## src/rtl/rotlift_pkg.sv

```systemverilog
package rotlift_pkg;

    // Which rail a lifting step modifies.
    typedef enum logic {
        RAIL_A = 1'b0,
        RAIL_B = 1'b1
    } rail_sel_e;

    // Forward steps add the scaled term; inverse steps subtract it.
    typedef enum logic {
        DIR_FWD = 1'b0,
        DIR_INV = 1'b1
    } lift_dir_e;

endpackage

```

## src/rtl/rotlift_step.sv

```systemverilog
module rotlift_step
    import rotlift_pkg::*;
#(
    parameter int                          RAIL_W = 15,
    parameter int                          COEF_W = 10,
    parameter int                          CWL    = 8,
    parameter logic signed [COEF_W-1:0]    COEF   = '0,
    parameter rail_sel_e                   TARGET = RAIL_A,
    parameter lift_dir_e                   DIR    = DIR_FWD
) (
    input  logic                     clk,
    input  logic                     rst_n,
    input  logic                     in_valid,
    input  logic signed [RAIL_W-1:0] in_a,
    input  logic signed [RAIL_W-1:0] in_b,
    output logic                     out_valid,
    output logic signed [RAIL_W-1:0] out_a,
    output logic signed [RAIL_W-1:0] out_b
);
    localparam int PROD_W = RAIL_W + COEF_W;
    localparam int SUM_W  = RAIL_W + 1;

    typedef struct packed {
        logic                     valid;
        logic signed [RAIL_W-1:0] a;
        logic signed [RAIL_W-1:0] b;
    } stage_t;

    stage_t st_d, st_q;

    logic signed [RAIL_W-1:0] src_rail;   // rail that is only read
    logic signed [RAIL_W-1:0] dst_rail;   // rail that is updated
    logic signed [PROD_W-1:0] prod;
    logic signed [RAIL_W-1:0] delta;
    logic signed [SUM_W-1:0]  sum_w;

    always_comb begin
        src_rail = (TARGET == RAIL_A) ? in_b : in_a;
        dst_rail = (TARGET == RAIL_A) ? in_a : in_b;
        prod     = PROD_W'(src_rail) * PROD_W'(COEF);
        // Arithmetic shift gives floor division by 2^CWL.
        delta    = RAIL_W'(prod >>> CWL);
        if (DIR == DIR_FWD) begin
            sum_w = SUM_W'(dst_rail) + SUM_W'(delta);
        end else begin
            sum_w = SUM_W'(dst_rail) - SUM_W'(delta);
        end
        st_d.valid = in_valid;
        st_d.a     = (TARGET == RAIL_A) ? sum_w[RAIL_W-1:0] : in_a;
        st_d.b     = (TARGET == RAIL_B) ? sum_w[RAIL_W-1:0] : in_b;
    end

    always_ff @(posedge clk or negedge rst_n) begin
        if (!rst_n) begin
            st_q <= '0;
        end else begin
            st_q <= st_d;
        end
    end

    assign out_valid = st_q.valid;
    assign out_a     = st_q.a;
    assign out_b     = st_q.b;

    AST_NO_OVERFLOW: assert property (@(posedge clk) disable iff (!rst_n)
        in_valid |-> (sum_w[SUM_W-1] == sum_w[SUM_W-2]));

    AST_STEP_VALID: assert property (@(posedge clk) disable iff (!rst_n)
        in_valid |=> out_valid);

    AST_STEP_IDLE: assert property (@(posedge clk) disable iff (!rst_n)
        !in_valid |=> !out_valid);

    AST_KEEP_RAIL: assert property (@(posedge clk) disable iff (!rst_n)
        in_valid |=> ((TARGET == RAIL_A) ? (out_b == $past(in_b))
                                         : (out_a == $past(in_a))));
endmodule

```

## src/rtl/rotlift_unit.sv

```systemverilog
module rotlift_unit
    import rotlift_pkg::*;
#(
    parameter int                          RAIL_W = 15,
    parameter int                          COEF_W = 10,
    parameter int                          CWL    = 8,
    parameter logic signed [COEF_W-1:0]    P_COEF = '0,
    parameter logic signed [COEF_W-1:0]    U_COEF = '0,
    parameter lift_dir_e                   DIR    = DIR_FWD
) (
    input  logic                     clk,
    input  logic                     rst_n,
    input  logic                     in_valid,
    input  logic signed [RAIL_W-1:0] in_a,
    input  logic signed [RAIL_W-1:0] in_b,
    output logic                     out_valid,
    output logic signed [RAIL_W-1:0] out_a,
    output logic signed [RAIL_W-1:0] out_b
);
    localparam int N_STEPS = 3;

    logic                     v_w [0:N_STEPS];
    logic signed [RAIL_W-1:0] a_w [0:N_STEPS];
    logic signed [RAIL_W-1:0] b_w [0:N_STEPS];

    assign v_w[0] = in_valid;
    assign a_w[0] = in_a;
    assign b_w[0] = in_b;

    // Step order P on A, U on B, P on A: the same in both directions.
    for (genvar k = 0; k < N_STEPS; k++) begin : g_step
        rotlift_step #(
            .RAIL_W (RAIL_W),
            .COEF_W (COEF_W),
            .CWL    (CWL),
            .COEF   ((k == 1) ? U_COEF : P_COEF),
            .TARGET ((k == 1) ? RAIL_B : RAIL_A),
            .DIR    (DIR)
        ) u_step (
            .clk       (clk),
            .rst_n     (rst_n),
            .in_valid  (v_w[k]),
            .in_a      (a_w[k]),
            .in_b      (b_w[k]),
            .out_valid (v_w[k+1]),
            .out_a     (a_w[k+1]),
            .out_b     (b_w[k+1])
        );
    end

    assign out_valid = v_w[N_STEPS];
    assign out_a     = a_w[N_STEPS];
    assign out_b     = b_w[N_STEPS];

    // Cycles since reset, saturating, so the latency check never looks before reset.
    logic [1:0] since_rst_d, since_rst_q;

    always_comb begin
        since_rst_d = (since_rst_q == 2'd3) ? since_rst_q : since_rst_q + 2'd1;
    end

    always_ff @(posedge clk or negedge rst_n) begin
        if (!rst_n) begin
            since_rst_q <= '0;
        end else begin
            since_rst_q <= since_rst_d;
        end
    end

    AST_UNIT_LATENCY: assert property (@(posedge clk) disable iff (!rst_n)
        (since_rst_q == 2'd3) |-> (out_valid == $past(in_valid, 3)));

    AST_RESET_EMPTY: assert property (@(posedge clk) disable iff (!rst_n)
        (since_rst_q == 2'd0) |-> (!out_valid && out_a == '0 && out_b == '0));
endmodule

```

## src/rtl/rotlift_pair.sv

```systemverilog
module rotlift_pair
    import rotlift_pkg::*;
#(
    parameter int                          IN_W   = 12,
    parameter int                          GUARD  = 3,
    parameter int                          CWL    = 8,
    parameter int                          COEF_W = CWL + 2,
    parameter logic signed [COEF_W-1:0]    P_COEF = -COEF_W'(106),
    parameter logic signed [COEF_W-1:0]    U_COEF = COEF_W'(181),
    localparam int                         RAIL_W = IN_W + GUARD
) (
    input  logic                     clk,
    input  logic                     rst_n,
    input  logic                     fwd_in_valid,
    input  logic signed [IN_W-1:0]   fwd_in_a,
    input  logic signed [IN_W-1:0]   fwd_in_b,
    output logic                     fwd_out_valid,
    output logic signed [RAIL_W-1:0] fwd_out_a,
    output logic signed [RAIL_W-1:0] fwd_out_b,
    input  logic                     inv_in_valid,
    input  logic signed [RAIL_W-1:0] inv_in_a,
    input  logic signed [RAIL_W-1:0] inv_in_b,
    output logic                     inv_out_valid,
    output logic signed [RAIL_W-1:0] inv_out_a,
    output logic signed [RAIL_W-1:0] inv_out_b
);
    logic signed [RAIL_W-1:0] fwd_a_ext;
    logic signed [RAIL_W-1:0] fwd_b_ext;

    assign fwd_a_ext = RAIL_W'(fwd_in_a);
    assign fwd_b_ext = RAIL_W'(fwd_in_b);

    rotlift_unit #(
        .RAIL_W (RAIL_W),
        .COEF_W (COEF_W),
        .CWL    (CWL),
        .P_COEF (P_COEF),
        .U_COEF (U_COEF),
        .DIR    (DIR_FWD)
    ) u_fwd (
        .clk       (clk),
        .rst_n     (rst_n),
        .in_valid  (fwd_in_valid),
        .in_a      (fwd_a_ext),
        .in_b      (fwd_b_ext),
        .out_valid (fwd_out_valid),
        .out_a     (fwd_out_a),
        .out_b     (fwd_out_b)
    );

    rotlift_unit #(
        .RAIL_W (RAIL_W),
        .COEF_W (COEF_W),
        .CWL    (CWL),
        .P_COEF (P_COEF),
        .U_COEF (U_COEF),
        .DIR    (DIR_INV)
    ) u_inv (
        .clk       (clk),
        .rst_n     (rst_n),
        .in_valid  (inv_in_valid),
        .in_a      (inv_in_a),
        .in_b      (inv_in_b),
        .out_valid (inv_out_valid),
        .out_a     (inv_out_a),
        .out_b     (inv_out_b)
    );
endmodule

```

## config.mk

```make
export PLATFORM = sky130hd
export DESIGN_NAME = rotlift_pair
export DESIGN_NICKNAME = d
export VERILOG_FILES = /design/src/rtl/rotlift_pkg.sv /design/src/rtl/rotlift_step.sv /design/src/rtl/rotlift_unit.sv /design/src/rtl/rotlift_pair.sv
export SDC_FILE = /design/constraint.sdc
export NUM_CORES = 1
export LEC_CHECK = 0
export ABC_AREA = 1
export BUFFER_PORTS_ARGS = -buffer_cell sky130_fd_sc_hd__buf_2
export CAP_MARGIN = 40
export CELL_PAD_IN_SITES_DETAIL_PLACEMENT = 2
export CELL_PAD_IN_SITES_GLOBAL_PLACEMENT = 2
export CORE_MARGIN = 3
export CORE_UTILIZATION = 25
export DETAILED_ROUTE_END_ITERATION = 8
export GPL_TIMING_DRIVEN = 0
export MAX_ROUTING_LAYER = met4
export PLACE_DENSITY_LB_ADDON = 0.1
export SYNTH_ARGS = -nofsm -noshare
export SYNTH_HDL_FRONTEND = slang
export SYNTH_SLANG_ARGS = --single-unit
```

## constraint.sdc

```tcl
create_clock -name clk -period 5 [get_ports clk]
set_input_delay 1 -clock clk [delete_from_list [all_inputs] [get_ports clk]]
set_output_delay 1 -clock clk [all_outputs]
set_load 0.02 [all_outputs]
```

==> Word level (Yosys, flattened, before mapping) <==
Index checks and enable logic that the tools add are counted.
{ "word_totals": {"wordCells": 30, "register_bits": 179, "out_inout_bits": 62, "in_bits": 58} }
{ "classes": {"n_mul": 6, "add_sub_neg": 6} }
{ "op_table": {"columns": ["op", "count"], "rows": [
  ["15-bit by 7-bit multiplier with 22-bit output (second input constant)", 3],
  ["15-bit subtractor", 3],
  ["15-bit by 9-bit multiplier with 23-bit output (second input constant)", 1],
  ["13-bit by 9-bit multiplier with 22-bit output (second input constant)", 1],
  ["12-bit by 7-bit multiplier with 19-bit output (second input constant)", 1],
  ["12-bit by 14-bit adder with 15-bit output", 1],
  ["13-bit by 15-bit adder with 15-bit output", 1],
  ["12-bit by 12-bit adder with 13-bit output", 1]
]} }

==> Longest topological paths before layout <==
{ "logic_depth": {"word_depth": 2, "mapped_depth": 30, "mapped_depth_nobuf": 30} }

==> Hierarchy <==
From an unflattened synthesis, not the netlist that was laid out.
{ "hier_totals": {"cells_unflattened": 2869, "hier_area_um2": 23931.7} }
{ "by_module_without_submodules": {"columns": ["module", "area_per_inst_um2", "seq_area_each_um2", "cells_each", "n_inst"], "rows": [
  ["rotlift_step (u_fwd.g_step[0].u_step ...)", 3917.5, 775.7, 469, 2],
  ["rotlift_step (u_inv.g_step[1].u_step)", 4199.0, 775.7, 504, 1],
  ["rotlift_step (u_fwd.g_step[1].u_step)", 4112.7, 775.7, 486, 1],
  ["rotlift_step (u_inv.g_step[0].u_step)", 3916.3, 775.7, 474, 1],
  ["rotlift_step (u_inv.g_step[2].u_step)", 3868.7, 775.7, 467, 1]
]} }

==> Worst setup path after synthesis <==
No wires, ideal clock.
{ "synth_timing": {"path_type": "input -> register", "from": "in fwd_in_b[4]", "to": "reg, netlist name u_fwd.g_step[0].u_step.out_a[12]", "required_time_ns": 4.880, "setup_ns": 0.120, "n_path_buf": 0, "arrival_ns": 4.883, "path_stages": 24, "slack_ns": -0.002, "path_cell_list": "ha_1 fa_1 inv_1 fa_1 fa_1 inv_1 ha_1 nand2_1 inv_1 o21ai_1 nand3_1 a21o_1 nand2_1 nand2_1 nand2_1 nand2_1 ha_1 nand2_1 nor3_1 nand2_1 o211ai_1 nand2_1 o21ai_0 inv_1"} }
{ "synth_via": {"elab_chain_cells": 2} }
{ "synth_lines": {"columns": ["element", "line", "text"], "rows": [
  ["start: declaration", "rotlift_pair.sv:16", "input logic signed [IN_W-1:0] fwd_in_b,"],
  ["12-bit by 7-bit multiplier with 19-bit output", "rotlift_step.sv:40", "prod = PROD_W'(src_rail) * PROD_W'(COEF);"],
  ["12-bit by 12-bit adder with 13-bit output", "rotlift_step.sv:44", "sum_w = SUM_W'(dst_rail) + SUM_W'(delta);"],
  ["net u_fwd.g_step[0].u_step.sum_w[12]", "rotlift_step.sv:35", "logic signed [SUM_W-1:0] sum_w;"]
]} }
The timed path passes the listed nets, and every way through them passes these cells.

==> Final worst setup path <==
{ "layout_timing": {"from": "in fwd_in_b[4]", "to": "reg, netlist name u_fwd.g_step[0].u_step.out_a[12]"} }
{ "layout_via": {"elab_chain_cells": 2} }
{ "layout_lines": {"columns": ["element", "line"], "rows": [
  ["12-bit by 7-bit multiplier with 19-bit output", "rotlift_step.sv:40"],
  ["12-bit by 12-bit adder with 13-bit output", "rotlift_step.sv:44"],
  ["net u_fwd.g_step[0].u_step.sum_w[12]", "rotlift_step.sv:35"]
]} }
The timed path passes the listed nets, and every way through them passes these cells.

==> metrics <==
number of flops mapped to enable cells by yosys 0; top post-synthesis cells by area ha_1, dfrtp_1, fa_1; Yosys top cell area share a little under a quarter; cell accounting for the most synthesized area ha_1; Slew HR 57.7%; Max FO, Critical Path 5; Die Area just over 90000 um2; Critical Path Sink Type flop; Tmin final about 4.8 ns; Hold WC Path Type flop to flop; most instantiated library cell after synthesis inv_1; # clock sinks roughly 180; Max-Cap Viols 0; Post-synth top flop dfrtp_1; Top delay family on crit path adder cells; layout overhead on the synthesized area 22.4%; initial antenna violation count 1; FMAX 206 MHz; Detail Placement HPWL just under 60000 um; H-tree depth 4; fill count roughly 10000; Initial Utilization between 20% and 30%; Avg Vias per Cell about 4.3; gr usage total 15.2%; vias in the first global route about 20000; worst path required time roughly 5.4 ns; Post-Syn Area ~22000 um2; critical path, cell by cell buf_4 > ha_4 > fa_1 > inv_1 > fa_1 > fa_1 > inv_2 > ha_4 > nand2_2 > nor2_1 > nand2_1 > nand3_4 > nand3_1 > nand2_1 > xnor2_1 > inv_1 > ha_4 > inv_1 > nor3_2 > nand2_1 > o211ai_1 > nand2_1 > o21ai_2 > inv_1; Mapped Cells between 2000 and 3000; Core Util, Final around 31%; wire per inst 16.4 um; Clk Tree Root Cell clkbuf_16; #FFs+latches synth around 180; Setup violations, final 0; sequential area share after synthesis roughly a fifth; status complete, no violations; Die X approximately 310 um; Final Slew Violations 0; Synth warnings 0; Final Skew between 0.015 and 0.02 ns; Netlist cell types 47; largest net degree at the start of global routing approximately 110; clk slew on worst S/H paths roughly 0.080 ns; Detailed Route WL ~68000 um; Post-DRT Antenna Nets 0; syn nets 3394; WP buf/inv 6; Synth top cells by count inv_1, nand2_1, ha_1; crit-path max cell delay ~0.53 ns; DR pass1 iterations 6; Final nets 3607; GPL Wtd Cong ~0.77; die height ~300 um; IO Pins 120; WS Path Type primary input to flop; fin crit share 96.9%; CTS max path bufs 2; Iter 0 DRT Violations 380; CTS Buf Count 17; CP max stage cell fa_1; Post-Layout Cell Count 4121; ys async rst share between 90% and 100%; Worst setup SP type primary input; worst skew pair latency just over 0.5 ns; first-pass GRT wire length between 100000 and 150000 um; Placed Cells approximately 4000; Final Hold Fails 0; site row count 109; Avg Cell Area, Syn ~8.2 um2; Residual DRC 0; core area 88800 um2; Tightest Pin Transition roughly 0.63 ns; via count around 18000; layout cell share with drive strength beyond 1 between 20 and 25%; grt ovf 0; Arr. time, crit path between 5 and 6 ns; PortBufs roughly 120; CTS tree built
==> placed cells by master (no fill, tap or decap), types with 5 or more instances in the layout <==
master / n
xor2_2: 8
ha_2: 26
ha_4: 61
nor2_2: 26
nor3_2: 12
o21ai_2: 10
a21o_1: 20
a21oi_2: 51
buf_2: 111
clkinv_8: 5
nor3_1: 11
a31oi_1: 12
o21a_1: 6
xnor2_2: 10
buf_4: 133
nand3b_1: 14
inv_1: 631
nand3_1: 89
inv_2: 16
clkbuf_16: 17
o21bai_1: 14
ha_1: 344
dfrtp_2: 42
nand3_2: 14
inv_6: 5
a21oi_1: 86
nand4_1: 22
dfrtp_1: 137
nor2_1: 118
buf_6: 7
fa_1: 177
nand2_2: 64
xor2_1: 59
o21ai_0: 16
a21oi_4: 7
o21ai_1: 17
nand2_1: 458
xnor2_1: 39
==> through the flow <==
stage | hold slack, ns | setup TNS [ns] | setup slack [ns] | instance area [um2]
floorplan | 0.331 | 0 | 0.0344 | 22500
global placement | 0.333 | -50.85 | -0.891 | 24500
detailed placement | 0.336 | -14.13 | -0.967 | 24600
CTS | 0.367 | 0 | 0.00000933 | 25700
global route | 0.368 | -0.442 | -0.0839 | 27500
finish | 0.361 | 0 | 0.154 | 27500
==> layer usage <==
layer | GRT usage, % | share of wire [%] | vias to the layer above
met2 | 25.2 | 49 | 99
met5 | - | 0 | -
met1 | 20.2 | 49 | 8854
li1 | - | - | 8867
met4 | 2.99 | 0.95 | 0
met3 | 1.75 | 1.5 | 25
==> state kept, by name (all words and copies together) (netlist names) <==
register and count:
u_fwd.g_step.u_step.out_valid 3, u_inv.g_step.u_step.out_a 45, u_fwd.g_step.u_step.out_a 41, u_inv.g_step.u_step.out_b 45, u_fwd.g_step.u_step.out_b 42, u_inv.g_step.u_step.out_valid 3
==> cell type report <==
cell class | instances | area [um2] | share of cell area, %
buffer | 60 | 450 | 1.64
inverter | 649 | 2440 | 8.87
sequential | 179 | 4530 | 16.5
tap | 1165 | 1460 | 5.30
timing repair buffer | 194 | 1230 | 4.48
multi-input combinational | 1840 | 16800 | 61.1
clock buffer | 18 | 429 | 1.56
clock inverter | 14 | 161 | 0.586
antenna | 2 | 5.00 | 0.0182
==> cells by family after synthesis <==
group,count (synthesis),synth area share (%)
simple gates,850,16.0
buf+inv,709,12.8
fa+ha+maj,608,39.8
compound gates,265,6.93
flops,179,19.9
xor+xnor,117,4.56
==> path summary, 6_finish.rpt <==
kind | slack (ns) | depth (start not counted) | start | to
setup reg to reg | 0.17 | 23 | u_fwd.g_step[0].u_step.out_a[11] | u_fwd.g_step[1].u_step.out_b[14]
max in group asynchronous | 3.52 | 2 | rst_n | u_inv.g_step[1].u_step.out_b[6]
setup / recovery | 0.15 | 24 | fwd_in_b[4] | u_fwd.g_step[0].u_step.out_a[12]
hold / removal | 0.36 | 0 | u_inv.g_step[1].u_step.out_valid | u_inv.g_step[2].u_step.out_valid
hold reg to reg | 0.36 | 0 | u_inv.g_step[1].u_step.out_valid | u_inv.g_step[2].u_step.out_valid
min in group asynchronous | 0.43 | 1 | rst_n | u_fwd.g_step[2].u_step.out_a[9]
==> worst register-to-register path, cell delays in order, from the launching register on <==
cell	delay (ns)
dfrtp_2	0.45
buf_6	0.15
ha_4	0.25
inv_1	0.04
fa_1	0.50
inv_2	0.04
fa_1	0.51
inv_1	0.06
fa_1	0.53
inv_2	0.05
ha_4	0.23
a21o_1	0.17
a31oi_1	0.20
nand3_2	0.14
nand2_2	0.10
nand2_1	0.06
nand2_1	0.10
nand2_2	0.08
ha_4	0.31
nand2_4	0.07
nor3_4	0.20
nand2_1	0.07
o211ai_1	0.21
nand2_1	0.16
==> timing repair <==
action / CTS / global route
endpoints found under the setup margin: 30 / 51
hold buffers: 0 / 0
pin swaps: 18 / 102
resized for setup: 88 / 330
buffers inserted: 23 / 51
Power is not shown: default switching activity piles up to over one toggle a cycle in this logic, so the estimate is an artifact.
